[src/rtl/bist_sig_pkg.sv]
package bist_sig_pkg;

    // Controller states
    typedef enum logic [1:0] {
        ST_IDLE = 2'd0,
        ST_RUN  = 2'd1,
        ST_FIN  = 2'd2
    } bist_state_e;

    localparam int DEF_DATA_W = 24;
    localparam int DEF_SIG_W  = 16;
    localparam int DEF_TMR_W  = 15;
    localparam int NUM_LANES  = 2;

endpackage

[src/rtl/bist_sig_tmr.sv]
module bist_sig_tmr #(
    parameter int TMR_W = 15
) (
    input  logic             clk,
    input  logic             rst_n,
    input  logic             load,
    input  logic [TMR_W-1:0] load_val,
    input  logic             dec,
    output logic             load_zero,
    output logic             last
);
    localparam logic [TMR_W-1:0] ONE = TMR_W'(1);

    logic [TMR_W-1:0] cnt_q;

    always_ff @(posedge clk or negedge rst_n) begin
        if (!rst_n) begin
            cnt_q <= '0;
        end else if (load) begin
            cnt_q <= load_val;
        end else if (dec) begin
            cnt_q <= cnt_q - ONE;
        end
    end

    assign load_zero = (load_val == '0);
    assign last      = (cnt_q == ONE);
endmodule

[src/rtl/bist_sig_fsm.sv]
module bist_sig_fsm
    import bist_sig_pkg::*;
(
    input  logic clk,
    input  logic rst_n,
    input  logic ctl_wr,
    input  logic ctl_mode,
    input  logic load_zero,
    input  logic tmr_last,
    input  logic in_vld,
    output logic lane_clr,
    output logic lane_en,
    output logic direct,
    output logic tmr_load,
    output logic tmr_dec,
    output logic done
);
    bist_state_e state_q, state_d;
    logic        mode_q;

    // State register
    always_ff @(posedge clk or negedge rst_n) begin
        if (!rst_n) begin
            state_q <= ST_IDLE;
        end else begin
            state_q <= state_d;
        end
    end

    // Mode latched on each control write
    always_ff @(posedge clk or negedge rst_n) begin
        if (!rst_n) begin
            mode_q <= 1'b0;
        end else if (ctl_wr) begin
            mode_q <= ctl_mode;
        end
    end

    // Next-state logic
    always_comb begin
        state_d = state_q;
        unique case (state_q)
            ST_IDLE, ST_FIN: begin
                if (ctl_wr) begin
                    state_d = load_zero ? ST_FIN : ST_RUN;   // arm / arm_empty
                end
            end
            ST_RUN: begin
                if (ctl_wr) begin
                    state_d = load_zero ? ST_FIN : ST_RUN;   // rearm / arm_empty
                end else if (in_vld && tmr_last) begin
                    state_d = ST_FIN;                        // expire
                end
            end
            default: state_d = ST_IDLE;
        endcase
    end

    // Outputs
    always_comb begin
        lane_clr = ctl_wr;
        tmr_load = ctl_wr;
        direct   = mode_q;
        lane_en  = 1'b0;
        tmr_dec  = 1'b0;
        done     = 1'b0;
        unique case (state_q)
            ST_IDLE: ;
            ST_RUN: begin
                lane_en = in_vld && !ctl_wr;
                tmr_dec = in_vld && !ctl_wr;
            end
            ST_FIN: done = 1'b1;
            default: ;
        endcase
    end
endmodule

[src/rtl/bist_sig_lane.sv]
module bist_sig_lane #(
    parameter int                DATA_W = 24,
    parameter int                SIG_W  = 16,
    parameter logic [SIG_W-1:0]  POLY   = 16'h100B,
    parameter logic [SIG_W-1:0]  SEED   = '1
) (
    input  logic              clk,
    input  logic              rst_n,
    input  logic              clr,
    input  logic              en,
    input  logic              direct,
    input  logic [DATA_W-1:0] din,
    output logic [SIG_W-1:0]  sig
);
    logic [SIG_W-1:0] sig_q;
    logic [SIG_W-1:0] folded;
    logic [SIG_W-1:0] shifted;
    logic [SIG_W-1:0] sig_d;

    // Fold the input word onto the signature width by XOR
    always_comb begin
        folded = '0;
        for (int b = 0; b < DATA_W; b++) begin
            folded[b % SIG_W] = folded[b % SIG_W] ^ din[b];
        end
    end

    // Galois shift with feedback taps
    always_comb begin
        shifted = {sig_q[SIG_W-2:0], 1'b0};
        if (sig_q[SIG_W-1]) begin
            shifted = shifted ^ POLY;
        end
    end

    assign sig_d = direct ? din[SIG_W-1:0] : (shifted ^ folded);

    always_ff @(posedge clk or negedge rst_n) begin
        if (!rst_n) begin
            sig_q <= SEED;
        end else if (clr) begin
            sig_q <= SEED;
        end else if (en) begin
            sig_q <= sig_d;
        end
    end

    assign sig = sig_q;
endmodule

[src/rtl/bist_sig_top.sv]
module bist_sig_top
    import bist_sig_pkg::*;
#(
    parameter int DATA_W = DEF_DATA_W,
    parameter int SIG_W  = DEF_SIG_W,
    parameter int TMR_W  = DEF_TMR_W
) (
    input  logic              clk,
    input  logic              rst_n,
    input  logic              ctl_wr,
    input  logic [TMR_W:0]    ctl_word,
    input  logic              in_vld,
    input  logic [DATA_W-1:0] i_data,
    input  logic [DATA_W-1:0] q_data,
    output logic [SIG_W-1:0]  i_sig,
    output logic [SIG_W-1:0]  q_sig,
    output logic              done
);
    localparam int MODE_BIT = TMR_W;

    logic lane_clr, lane_en, direct, tmr_load, tmr_dec;
    logic load_zero, tmr_last;

    logic [DATA_W-1:0] lane_din [NUM_LANES];
    logic [SIG_W-1:0]  lane_sig [NUM_LANES];

    assign lane_din[0] = i_data;
    assign lane_din[1] = q_data;

    bist_sig_fsm u_fsm (
        .clk       (clk),
        .rst_n     (rst_n),
        .ctl_wr    (ctl_wr),
        .ctl_mode  (ctl_word[MODE_BIT]),
        .load_zero (load_zero),
        .tmr_last  (tmr_last),
        .in_vld    (in_vld),
        .lane_clr  (lane_clr),
        .lane_en   (lane_en),
        .direct    (direct),
        .tmr_load  (tmr_load),
        .tmr_dec   (tmr_dec),
        .done      (done)
    );

    bist_sig_tmr #(.TMR_W(TMR_W)) u_tmr (
        .clk       (clk),
        .rst_n     (rst_n),
        .load      (tmr_load),
        .load_val  (ctl_word[TMR_W-1:0]),
        .dec       (tmr_dec),
        .load_zero (load_zero),
        .last      (tmr_last)
    );

    for (genvar g = 0; g < NUM_LANES; g++) begin : g_lane
        bist_sig_lane #(
            .DATA_W (DATA_W),
            .SIG_W  (SIG_W)
        ) u_lane (
            .clk    (clk),
            .rst_n  (rst_n),
            .clr    (lane_clr),
            .en     (lane_en),
            .direct (direct),
            .din    (lane_din[g]),
            .sig    (lane_sig[g])
        );
    end

    assign i_sig = lane_sig[0];
    assign q_sig = lane_sig[1];
endmodule

[config.mk]
export PLATFORM = sky130hd
export DESIGN_NAME = bist_sig_top
export DESIGN_NICKNAME = d
export VERILOG_FILES = /design/src/rtl/bist_sig_pkg.sv /design/src/rtl/bist_sig_tmr.sv /design/src/rtl/bist_sig_fsm.sv /design/src/rtl/bist_sig_lane.sv /design/src/rtl/bist_sig_top.sv
export SDC_FILE = /design/constraint.sdc
export NUM_CORES = 1
export LEC_CHECK = 0
export BUFFER_PORTS_ARGS = -buffer_cell sky130_fd_sc_hd__buf_4
export CAP_MARGIN = 20
export CORE_MARGIN = 2
export CORE_UTILIZATION = 55
export DETAILED_ROUTE_END_ITERATION = 10
export HOLD_SLACK_MARGIN = 0.03
export PLACE_DENSITY = 0.85
export SYNTH_ARGS = -nofsm -noshare
export SYNTH_HDL_FRONTEND = slang
export SYNTH_HIERARCHICAL = 1
export SYNTH_SLANG_ARGS = --single-unit
[constraint.sdc]
create_clock -name clk -period 2.7 [get_ports clk]
set_clock_uncertainty 0.1 [all_clocks]
set_input_delay 0.27 -clock clk [delete_from_list [all_inputs] [get_ports clk]]
set_output_delay 0.27 -clock clk [all_outputs]
set_load 0.005 [all_outputs]
Yosys cells after proc, flatten, opt, wreduce, memory -nomap -nowiden. Cells that the tools add are included.

RAM bits: 0. Bits in registers: 50. Latch bits: 0. Memories: 0. Memory bits (read-only): 0. Bits of input ports: 68.

Multipliers: 0. Reduce and logical (&&, ||, !) cells: 8. Mux-type cells: 17. Bitwise logic cells: 20. Order comparisons: 0. Divide/modulo/power cells: 0. Equal/unequal tests: 5. Add/sub/neg operators: 1. Shift-type cells: 0.

Operators by type and width (count): 16-bit two-way mux (6); 16-bit bitwise XOR (2); 15-bit two-way mux (2); 13-bit two-way mux (2); 1-bit bitwise XOR (16); 15-bit by 1-bit == test with 1-bit output (second input constant) (1); 15-bit logical NOT (1); 15-bit by 1-bit subtractor with 15-bit output (second input constant) (1); 2-bit two-way mux (4); 4-bit inverter (2); 2-bit case mux with 2 select lines (1); 3-bit by 2-bit inequality test with 1-bit output (second input constant) (1); 2-bit by 1-bit == test with 1-bit output (second input constant) (1); 2-bit == test (second input constant) (1); 1-bit logical AND (2); 2-bit logical NOT (1); 1-bit two-way mux (2); 2-bit inequality test (second input constant) (1); 2-bit AND reduction (1); 2-bit nonzero test (1); 2-bit OR reduction (1); 1-bit logical NOT (1).

Depth between registers and ports, before layout. Gate-level depths: netlist of run 1.

Depth in word-level cells: 6. Depth in mapped cells: 7.

By module. The synthesis of run 1 kept the hierarchy.

By module, submodules not included: bist_sig_lane (area each 999.7 µm², cells each 99, times used 2); bist_sig_tmr (area each 899.6 µm², cells each 96, times used 1); bist_sig_fsm (area each 188.9 µm², cells each 17, times used 1).

Worst setup path before layout of run 1. No wires, ideal clock.

Path type: flip-flop to flip-flop. From: reg u_fsm.state_q[1]. To: reg u_tmr.cnt_q[13]. Arrival time: 1.618 ns. Cell stages (with the launch flop): 8. Clock period less this slack: 1.843 ns. Library setup time: 0.125 ns. Path slack: 0.857 ns. Path through: dfrtp_1 > nor2_1 > and3_2 > buf_4 > nor3b_2 > nand4_1 > xnor2_1 > mux2_2.

Cells in the longest elaborated chain, start to end: 3.

RTL lines: start, declared (RTL line bist_sig_fsm.sv:18) `bist_state_e state_q, state_d;`; start signal, assigned (RTL line bist_sig_fsm.sv:26) `state_q <= state_d;`; 2-bit by 1-bit == test with 1-bit output; 1-bit two-way mux; via lane_en (RTL line bist_sig_top.sv:21) `logic lane_clr, lane_en, direct, tmr_load, tmr_dec;`; 2-bit nonzero test (no line); end signal, assigned (RTL line bist_sig_tmr.sv:20) `cnt_q <= load_val;`; end signal, assigned (RTL line bist_sig_tmr.sv:22) `cnt_q <= cnt_q - ONE;`; end, declared (RTL line bist_sig_tmr.sv:14) `logic [TMR_W-1:0] cnt_q;`.

The timed path passes the listed nets, and every way through them passes these cells. A chain may end at the register's enable or synchronous reset.

Worst setup path after layout of run 1.
From: reg u_fsm.state_q[1]. To: reg g_lane[0].u_lane.sig_q[0].

Cells in the longest elaborated chain, start to end: 3.

RTL lines: 2-bit by 1-bit == test with 1-bit output (RTL line bist_sig_fsm.sv:67) `unique case (state_q)`; 1-bit two-way mux (RTL line bist_sig_fsm.sv:67); via lane_en (RTL line bist_sig_top.sv:21); 2-bit nonzero test (no line); end signal, assigned (RTL line bist_sig_lane.sv:44) `sig_q <= sig_d;`; end, declared (RTL line bist_sig_lane.sv:15) `logic [SIG_W-1:0] sig_q;`.

The timed path passes the listed nets, and every way through them passes these cells.

==> results.yml, run 1 <==
global_route:
  gr-total-overflow: 0
  grt_max_degree: 74
  grt_usage_pct: 23.7
  grt_pass1_wl_um: 11800
  grt_pass1_vias: 2518
  antenna_found_initial: 0
finish:
  fin_util_pct: 73.7
  area_growth_pct: 30.7
  fin_cells: 476
  final_area_sq_mm: 0.00404
  final_cell_mix: "103 x buf_4, 34 x xnor2_1, 32 x dfstp_2"
  layout_commonest_cell: "buf_4"
  final_nets: 473
  fill_cells: 425
  drive_above_1_share_pct: 39.1
  diodes: 0
setup_path:
  worst_setup_path_start_kind: "register"
  critPathMaxStageDelay_ns: 0.52
  endpoint_kind: "register"
  crit_fanout: 36
  cp.arrival_ns: 2.29
  critPathKind: "reg -> reg"
  rr_startpoint: "u_fsm/state_q[1]$_DFFE_PN0P_"
  crit_required_ns: 2.80
  reg2reg_to: "g_lane[0].u_lane/sig[0]$_DFFE_PN1P_"
  path_delay_family: "simple AND/OR/NAND/NOR gates"
  crit_buf_inv: 1
  crit_chain: "nor2_1 -> and3_2 -> buf_4 -> nor2b_1 -> a31oi_1"
  r2r_cells: 5
  reg2reg_slack_ns: 0.51
  slowest_stage: "nor2b_1"
placed_design:
  io_buffers: 100
  post-dp-hpwl_um: 5220
  place_area_sq_mm: 0.00389
  place.gp.congestion: 0.819
  dp_cells: 467
timing:
  rsz0062_at_grt: "false"
  setup_viol: 0
  fmax_mhz: 457
  maxSlewHeadroom_pct: 53.5
  fin_crit_sh_pct: 81.1
  maxSlewViolCount: 0
  period_minus_slack_ns: 2.19
  hold_viol: 0
  worst_slew_pin_slew_ns: 0.697
  finalSetupTns_ns: 0
synth:
  yosysSeqAreaShare_pct: 41.8
  synth_area_per_cell_sq_um: 9.93
  synth_nets: 381
  ys.flop_type: "dfstp_2"
  ys_types: 43
  synthTopCellsByArea: "dfstp_2 27%, dfrtp_1 15%, xnor2_1 9.6%"
  synth_seq_cells: 50
  syn_inst: 311
  synth_enable_flop_cells: 0
  synth_top_area_share_pct: 27.2
  synth_async_sr_flop_share_pct: 100
  yosys.area.top_type: "dfstp_2"
  syn_area_sq_mm: 0.00309
  yosys_warnings: 6
routing:
  drc: 0
  ant_nets: 0
  first_pass_iters: 4
  drtIter0Drc: 143
  drt_wl_total_um: 7330
  wl_per_cell_um: 15.4
  via_per_inst: 5.61
  vias: 2669
flow_run:
  maxCapViolations: 0
floorplanning:
  core_area_sq_mm: 0.00547
  die-area_sq_mm: 0.00623
  initial_core_util_pct: 56.4
  die_h_um: 78.9
  io_pins: 101
  die_w_um: 78.9
  rows: 27
clock_network:
  clockBufferDepth: 2
  cts_setup_buffers: 0
  cts_tree: "yes"
  clock_sinks: 50
  path_clk_slew_ns: 0.09
  clock_latency_ns: 0.30
  htreeDepth: 2
  cts_buffers: 5
  clockRootBuffer: "clkbuf_8"
power:
  pwr-share-comb_pct: 22.5
  power_frac_clock_pct: 31.3
  ir_worst_vdd_mv: 0.323
  power_per_cell_area_mw_per_mm2: 479
  seqPwrFrac_pct: 46.2
  swShare_pct: 26.4
  leakage_nw: 1.63
  power_mw: 1.93
  p_sw_mw: 0.510
  p_int_mw: 1.42
outcome:
  status: "complete, no violations"
min_path:
  whs_path_depth: 3
  worstHoldEndpoint: "u_tmr/cnt_q[6]$_DFFE_PN0P_"
  hp-start: "ctl_word[6]"
  hold_class: "in -> reg"
[Yosys cell counts, drive strengths merged (2+ instances only)]
master   n
xnor2   34
mux2     3
a31oi   14
o211ai   4
xor2     8
nand2b  14
clkbuf   8
nand3b   4
nand3    3
nor2b   17
xnor3    4
nor3b    2
ha       2
nor2    12
dfrtp   18
inv      2
nand4b   2
o21ai   28
nor3    17
nor4     6
a211o   14
buf     12
or3     18
nand2   17
o311a    4
dfstp   32
nand4    4
[worst register-to-register path: stages (launching register included)]
cell and delay [ns]:
dfrtp_1 0.43, nor2_1 0.17, and3_2 0.33, buf_4 0.38, nor2b_1 0.53, a31oi_1 0.16
[flip-flops by register name (all words and copies together), names as in the netlist]
register,count
g_lane.u_lane/sig,32
u_fsm/direct,1
u_fsm/state_q,2
u_tmr/cnt_q,15
[how the worst max path moves through the flow]
| stage | cells after the start | start | slack, ns | to |
|---|---|---|---|---|
| floorplan | 7 | u_fsm/state_q[1]$_DFFE_PN0P_ | 0.86 | u_tmr/cnt_q[13]$_DFFE_PN0P_ |
| global route | 5 | u_fsm/state_q[1]$_DFFE_PN0P_ | 0.35 | g_lane[0].u_lane/sig[2]$_DFFE_PN1P_ |
| finish | 5 | u_fsm/state_q[1]$_DFFE_PN0P_ | 0.51 | g_lane[0].u_lane/sig[0]$_DFFE_PN1P_ |
| CTS | 5 | u_fsm/state_q[1]$_DFFE_PN0P_ | 0.54 | g_lane[0].u_lane/sig[6]$_DFFE_PN1P_ |
| global placement | 5 | u_fsm/state_q[1]$_DFFE_PN0P_ | 0.63 | g_lane[0].u_lane/sig[7]$_DFFE_PN1P_ |
| detailed placement | 5 | u_fsm/state_q[1]$_DFFE_PN0P_ | 0.55 | g_lane[0].u_lane/sig[6]$_DFFE_PN1P_ |
[cell families (layout without fill, tap and decap cells)]
kind of cell | after synthesis | after routing | synth area share (%)
adders and majority gates | 2 | 2 | 0.810
and+or+nand+nor | 121 | 121 | 23.6
xor gates and xnor gates | 46 | 46 | 14.8
AOI/OAI and AO/OA | 67 | 67 | 14.7
buffers and inverters | 22 | 115 | 3.20
DFF | 50 | 50 | 41.8
muxes | 3 | 3 | 1.09
[cell type report]
cell class	instances	area, sq um	area share (%)
multi-input cells	239	1700	42.1
clock buffers	7	108	2.67
repair buffers	105	811	20.1
inverters	2	7.51	0.186
flip-flops and latches	50	1290	32.0
well taps	72	90.1	2.23
clock inverters	1	30.0	0.744
[per-layer routing]
layer  part of all wire (%)  track usage (%)  wire [um]  vias up
met4                   0.86             5.69         63        0
li1                       -                -          -     1296
met2                     53             41.9       3850       60
met5                      0                0          0        -
met3                    4.3             3.41        312        7
met1                     42             30.9       3110     1306
[power by group through the flow]
stage               sequential, mW  combinational, mW  clock, mW
floorplan                    0.889              0.247          0
global placement             0.911              0.401          0
detailed placement           0.905              0.431          0
CTS                          0.893              0.436      0.617
global route                 0.902              0.476      0.651
finish                       0.894              0.434      0.606
[repair_timing]
action | in CTS | in global routing
endpoints found under the hold margin | 18 | 0
hold buffers | 1 | 0
resized for setup | 0 | 0
[through the flow]
stage	setup WS, ns	hold WS (ns)
after floorplan	0.857	-0.126
after global placement	0.627	0.227
after detailed placement	0.548	0.230
after CTS	0.540	0.0779
after global routing	0.354	0.0900
final	0.510	0.0805
Power figures use the tool's default switching activity.
==> run 2, diff against run 1 <==
Settings changed: CORE_UTILIZATION 55 to 51, PLACE_DENSITY 0.85 to 0.79.
Clock period 2.7 ns to 2.1 ns, I/O delays scaled along.
==> run 2 against run 1 <==
Against the previous run:
- first-iteration DRC count fell by 23%
- die area is 7.4% higher
- sequential power grew 29%
- count of clock-buffer cells in the layout shrank 2
- largest cell class unchanged
- largest power group unchanged
==> results.yml, run 2 (same netlist as run 1, synthesis figures left out) <==
floorplanning:
  core_area_sq_mm: 0.00589
  die-area_sq_mm: 0.00669
  rows: 28
  io_pins: 101
  initial_core_util_pct: 52.5
  die_h_um: 81.8
  die_w_um: 81.8
global_route:
  grt_usage_pct: 22.6
  gr-total-overflow: 0
  antenna_found_initial: 0
  grt_max_degree: 74
  grt_pass1_vias: 2637
  grt_pass1_wl_um: 11800
clock_network:
  cts_buffers: 5
  clock_sinks: 50
  clock_latency_ns: 0.30
  htreeDepth: 2
  cts_setup_buffers: 0
  clockRootBuffer: "clkbuf_8"
  path_clk_slew_ns: 0.09
  clockBufferDepth: 2
  cts_tree: "yes"
finish:
  layout_commonest_cell: "buf_4"
  diodes: 0
  fill_cells: 489
  final_cell_mix: "107 x buf_4, 34 x xnor2_1, 32 x dfstp_2"
  final_nets: 488
  area_growth_pct: 33.8
  drive_above_1_share_pct: 38.7
  fin_cells: 494
  largest_reg_flops: 32
setup_path:
  endpoint_kind: "register"
  crit_fanout: 8
  crit_required_ns: 2.17
  crit_chain: "nor2_1 -> and3_4 -> or3b_1 -> nor4_2 -> xnor2_1 -> o21ai_1"
  critPathMaxStageDelay_ns: 0.44
  rr_startpoint: "u_fsm/state_q[1]$_DFFE_PN0P_"
  critPathKind: "reg -> reg"
  cp.arrival_ns: 1.99
  reg2reg_slack_ns: 0.18
  worst_setup_path_start_kind: "register"
  slowest_stage: "dfrtp_1"
  r2r_cells: 6
  reg2reg_to: "u_tmr/cnt_q[5]$_DFFE_PN0P_"
placed_design:
  dp_slack_ns: 0.0956
  dp_cells: 474
  io_buffers: 100
  post-dp-hpwl_um: 5080
  place.gp.congestion: 0.854
min_path:
  hp-start: "ctl_word[12]"
  worstHoldEndpoint: "u_tmr/cnt_q[12]$_DFFE_PN0P_"
  hold_class: "in -> reg"
  whs_path_depth: 3
routing:
  wl_per_cell_um: 14.9
  drc: 0
  via_per_inst: 5.49
  drtIter0Drc: 110
  drt_wl_total_um: 7370
  ant_nets: 0
  vias: 2714
  first_pass_iters: 4
flow_run:
  maxCapViolations: 0
power:
  power_frac_clock_pct: 24.5
  p_sw_mw: 0.665
  leakage_nw: 1.67
  ir_worst_vdd_mv: 0.337
  power_mw: 2.29
  swShare_pct: 29.1
  pwr-share-comb_pct: 25.2
  seqPwrFrac_pct: 50.3
  p_int_mw: 1.62
  power_per_cell_area_mw_per_mm2: 554
outcome:
  status: "complete, no violations"
timing:
  period_minus_slack_ns: 1.92
  worst_slew_pin_slew_ns: 0.974
  setup_viol: 0
  maxSlewViolCount: 0
  fin_crit_sh_pct: 91.7
  fmax_mhz: 520
  hold_viol: 0
  holdWs_ns: 0.0368
  maxSlewHeadroom_pct: 35.0
  finalWorstSetupSlack_ns: 0.175
run 2: cell count changes in the layout (fill, tap and decap cells not counted), sizes merged:
cell / previous run / this run
inv: 2 / 3
buf: 104 / 108
bufinv: 1 / 0
dlygate4sd3: 1 / 12
clkinv: 0 / 2
clkbuf: 7 / 5
run 2: power groups by stage:
stage          sequential [mW]  clock, mW  combinational [mW]
2_1_floorplan             1.14          0               0.318
3_3_place_gp              1.16          0               0.543
3_5_place_dp              1.16          0               0.557
4_1_cts                   1.15      0.586               0.578
5_1_grt                   1.16      0.621               0.639
6_report                  1.15      0.562               0.576
run 2: repair_timing:
action | in CTS | in global routing
hold buffers | 12 | 0
hold endpoints to repair | 29 | 0
gates resized for setup | 0 | 2
endpoints found under the setup margin | 0 | 3
run 2: final cells by class:
cell class	instances	area, sq um	share of cell area, %
clock buffer	5	68.8	1.67
clock inverter	3	20.0	0.484
inverter	2	7.51	0.182
multi-input combinational	239	1710	41.3
sequential	50	1290	31.2
tap	75	93.8	2.27
timing repair buffer	120	943	22.8
run 2: per-stage QoR:
step | util (%) | instance area, sq um | TNS [ns]
after floorplan | - | 3090 | 0
after global placement | 66.5 | 3910 | 0
after detailed placement | 66.5 | 3910 | 0
after CTS | 70.0 | 4120 | 0
after global routing | 70.2 | 4130 | -0.00542
final | 70.2 | 4130 | 0
run 2: layer usage:
layer	vias up	global-route usage, %	share of wire [%]
li1	1326	-	-
met1	1311	27.9	44
met2	69	40.6	50
met3	8	4.40	4.6
met4	0	5.67	1.2
met5	-	0	0
run 2: how the worst max path moves through the flow:
stage / from / endpoint / slack [ns] / depth (start not counted)
2_1_floorplan: u_fsm/state_q[1]$_DFFE_PN0P_ / u_tmr/cnt_q[13]$_DFFE_PN0P_ / 0.26 / 7
3_3_place_gp: u_fsm/state_q[1]$_DFFE_PN0P_ / u_tmr/cnt_q[11]$_DFFE_PN0P_ / 0.19 / 6
3_5_place_dp: u_fsm/state_q[1]$_DFFE_PN0P_ / u_tmr/cnt_q[11]$_DFFE_PN0P_ / 0.1 / 6
4_1_cts: u_fsm/state_q[1]$_DFFE_PN0P_ / u_tmr/cnt_q[11]$_DFFE_PN0P_ / 0.09 / 6
5_1_grt: u_fsm/state_q[1]$_DFFE_PN0P_ / u_tmr/cnt_q[5]$_DFFE_PN0P_ / -0.005 / 6
6_report: u_fsm/state_q[1]$_DFFE_PN0P_ / u_tmr/cnt_q[5]$_DFFE_PN0P_ / 0.18 / 6
run 2: worst max-delay path, delay by kind of cell (launching register included):
| kind | cells | cell delay [ns] |
|---|---|---|
| xor+xnor | 1 | 0.16 |
| flops | 1 | 0.44 |
| simple gates | 4 | 1.04 |
| compound gates | 1 | 0.07 |
==> run 3, diff against run 2 <==
Clock period 2.1 ns to 1.8 ns, I/O delays scaled along.
==> run 3 against run 2 <==
Against the previous run:
- power rose by 29%
- combinational power is 34% higher
- critical path depth unchanged
- design area rose by 7.6%
- highest routed layer unchanged
- die area is the same
- count of clock-buffer cells in the layout up 3
- first-iteration DRC count increased by 26%
- routed wire length rose by 8.6%
==> results.yml, run 3 (same netlist as run 1, synthesis figures left out) <==
timing:
  fmax_mhz: 571
  maxSlewViolCount: 0
  hold_viol: 0
  rsz0062_at_grt: "true"
  setup_viol: 0
  period_minus_slack_ns: 1.75
  maxSlewHeadroom_pct: 57.6
  fin_crit_sh_pct: 97.3
  worst_slew_pin_slew_ns: 0.635
  finalWorstSetupSlack_ns: 0.0494
placed_design:
  dp_cells: 484
  io_buffers: 100
  place.gp.congestion: 0.773
  post-dp-hpwl_um: 5470
  dp_slack_ns: 0.0227
finish:
  final_nets: 516
  layout_commonest_cell: "buf_4"
  drive_above_1_share_pct: 39.4
  largest_reg_flops: 32
  area_growth_pct: 44.0
  diodes: 0
  final_cell_mix: "118 x buf_4, 34 x xnor2_1, 32 x dfstp_2"
  fin_cells: 522
floorplanning:
  die-area_sq_mm: 0.00669
  io_pins: 101
  die_h_um: 81.8
  initial_core_util_pct: 52.5
  core_area_sq_mm: 0.00589
  die_w_um: 81.8
  rows: 28
power:
  swShare_pct: 26.9
  power_per_cell_area_mw_per_mm2: 661
  power_mw: 2.94
  seqPwrFrac_pct: 44.9
  p_sw_mw: 0.790
  power_frac_clock_pct: 29.0
  p_int_mw: 2.15
  leakage_nw: 1.82
  pwr-share-comb_pct: 26.2
  ir_worst_vdd_mv: 0.367
clock_network:
  htreeDepth: 2
  clockBufferDepth: 2
  clock_sinks: 50
  clockRootBuffer: "clkbuf_8"
  path_clk_slew_ns: 0.09
  cts_tree: "yes"
  cts_buffers: 5
  clock_latency_ns: 0.30
min_path:
  whs_path_depth: 3
  hp-start: "i_data[2]"
  hold_class: "in -> reg"
setup_path:
  endpoint_kind: "register"
  rr_startpoint: "u_fsm/state_q[1]$_DFFE_PN0P_"
  r2r_cells: 6
  cp-startpoint: "u_fsm/state_q[1]$_DFFE_PN0P_"
  cp.arrival_ns: 1.85
  critPathKind: "reg -> reg"
  crit_fanout: 5
  worst_setup_path_start_kind: "register"
  crit_required_ns: 1.90
global_route:
  grt_max_degree: 58
  gr-total-overflow: 0
  antenna_found_initial: 0
  grt_usage_pct: 24.4
  grt_pass1_vias: 2742
  grt_pass1_wl_um: 12500
routing:
  first_pass_iters: 4
  via_per_inst: 5.45
  drtIter0Drc: 139
  vias: 2847
  drt_wl_total_um: 8000
  wl_per_cell_um: 15.3
  ant_nets: 0
  drc: 0
outcome:
  status: "complete, no violations"
flow_run:
  maxCapViolations: 0
run 3: layout make-up:
cell class,instances,area (sq um)
Clock buffer,8,133
Fill cell,425,1440
Inverter,2,7.51
Multi-Input combinational cell,239,1730
Sequential cell,50,1290
Tap cell,75,93.8
Timing Repair Buffer,148,1200
run 3: path summary, 6_finish.rpt:
kind | endpoint | slack [ns]
setup / recovery | u_tmr/cnt_q[13]$_DFFE_PN0P_ | 0.05
hold / removal | g_lane[0].u_lane/sig[2]$_DFFE_PN1P_ | 0.05
setup reg to reg | u_tmr/cnt_q[13]$_DFFE_PN0P_ | 0.05
hold reg to reg | g_lane[0].u_lane/sig[7]$_DFFE_PN1P_ | 0.50
max in group asynchronous | u_tmr/cnt_q[8]$_DFFE_PN0P_ | 0.84
min in group asynchronous | u_fsm/state_q[1]$_DFFE_PN0P_ | 0.35
run 3: power groups by stage:
stage	clock network (mW)	registers [mW]	logic [mW]
2_1_floorplan	0	1.34	0.375
3_3_place_gp	0	1.33	0.694
3_5_place_dp	0	1.34	0.714
4_1_cts	0.881	1.32	0.766
5_1_grt	0.921	1.33	0.845
6_report	0.852	1.32	0.770
run 3: through the flow:
step	hold slack, ns	cell area, sq um	utilization (%)	TNS (ns)
finish	0.0547	4450	75.6	0
global route	0.0603	4450	75.6	-0.184
CTS	0.0338	4430	75.2	0
detailed placement	0.141	4010	68.2	0
global placement	0.143	4010	68.2	0
floorplan	-0.216	3120	-	0
run 3: critical path: stages (launching register included):
cell	delay, ns
dfrtp_1	0.41
nor2_2	0.10
and3_4	0.23
nor3b_4	0.26
nand4_1	0.14
xnor2_1	0.15
mux2_2	0.25
run 3: repair_timing:
item                                    CTS  global route
endpoints found under the setup margin    0             7
hold buffers                             28             1
gates resized for setup                   0             1
endpoints found under the hold margin    45             1
buffers inserted                          0             1
run 3: metal layers:
metal  wire length [um]  share of wire (%)  track usage, %  vias to the layer above
met5                  0                  0               0                        -
li1                   -                  -               -                     1381
met2               4190                 52            43.4                       67
met3                295                3.7            4.07                       10
met1               3400                 43            30.2                     1389
met4                115                1.4            7.17                        0
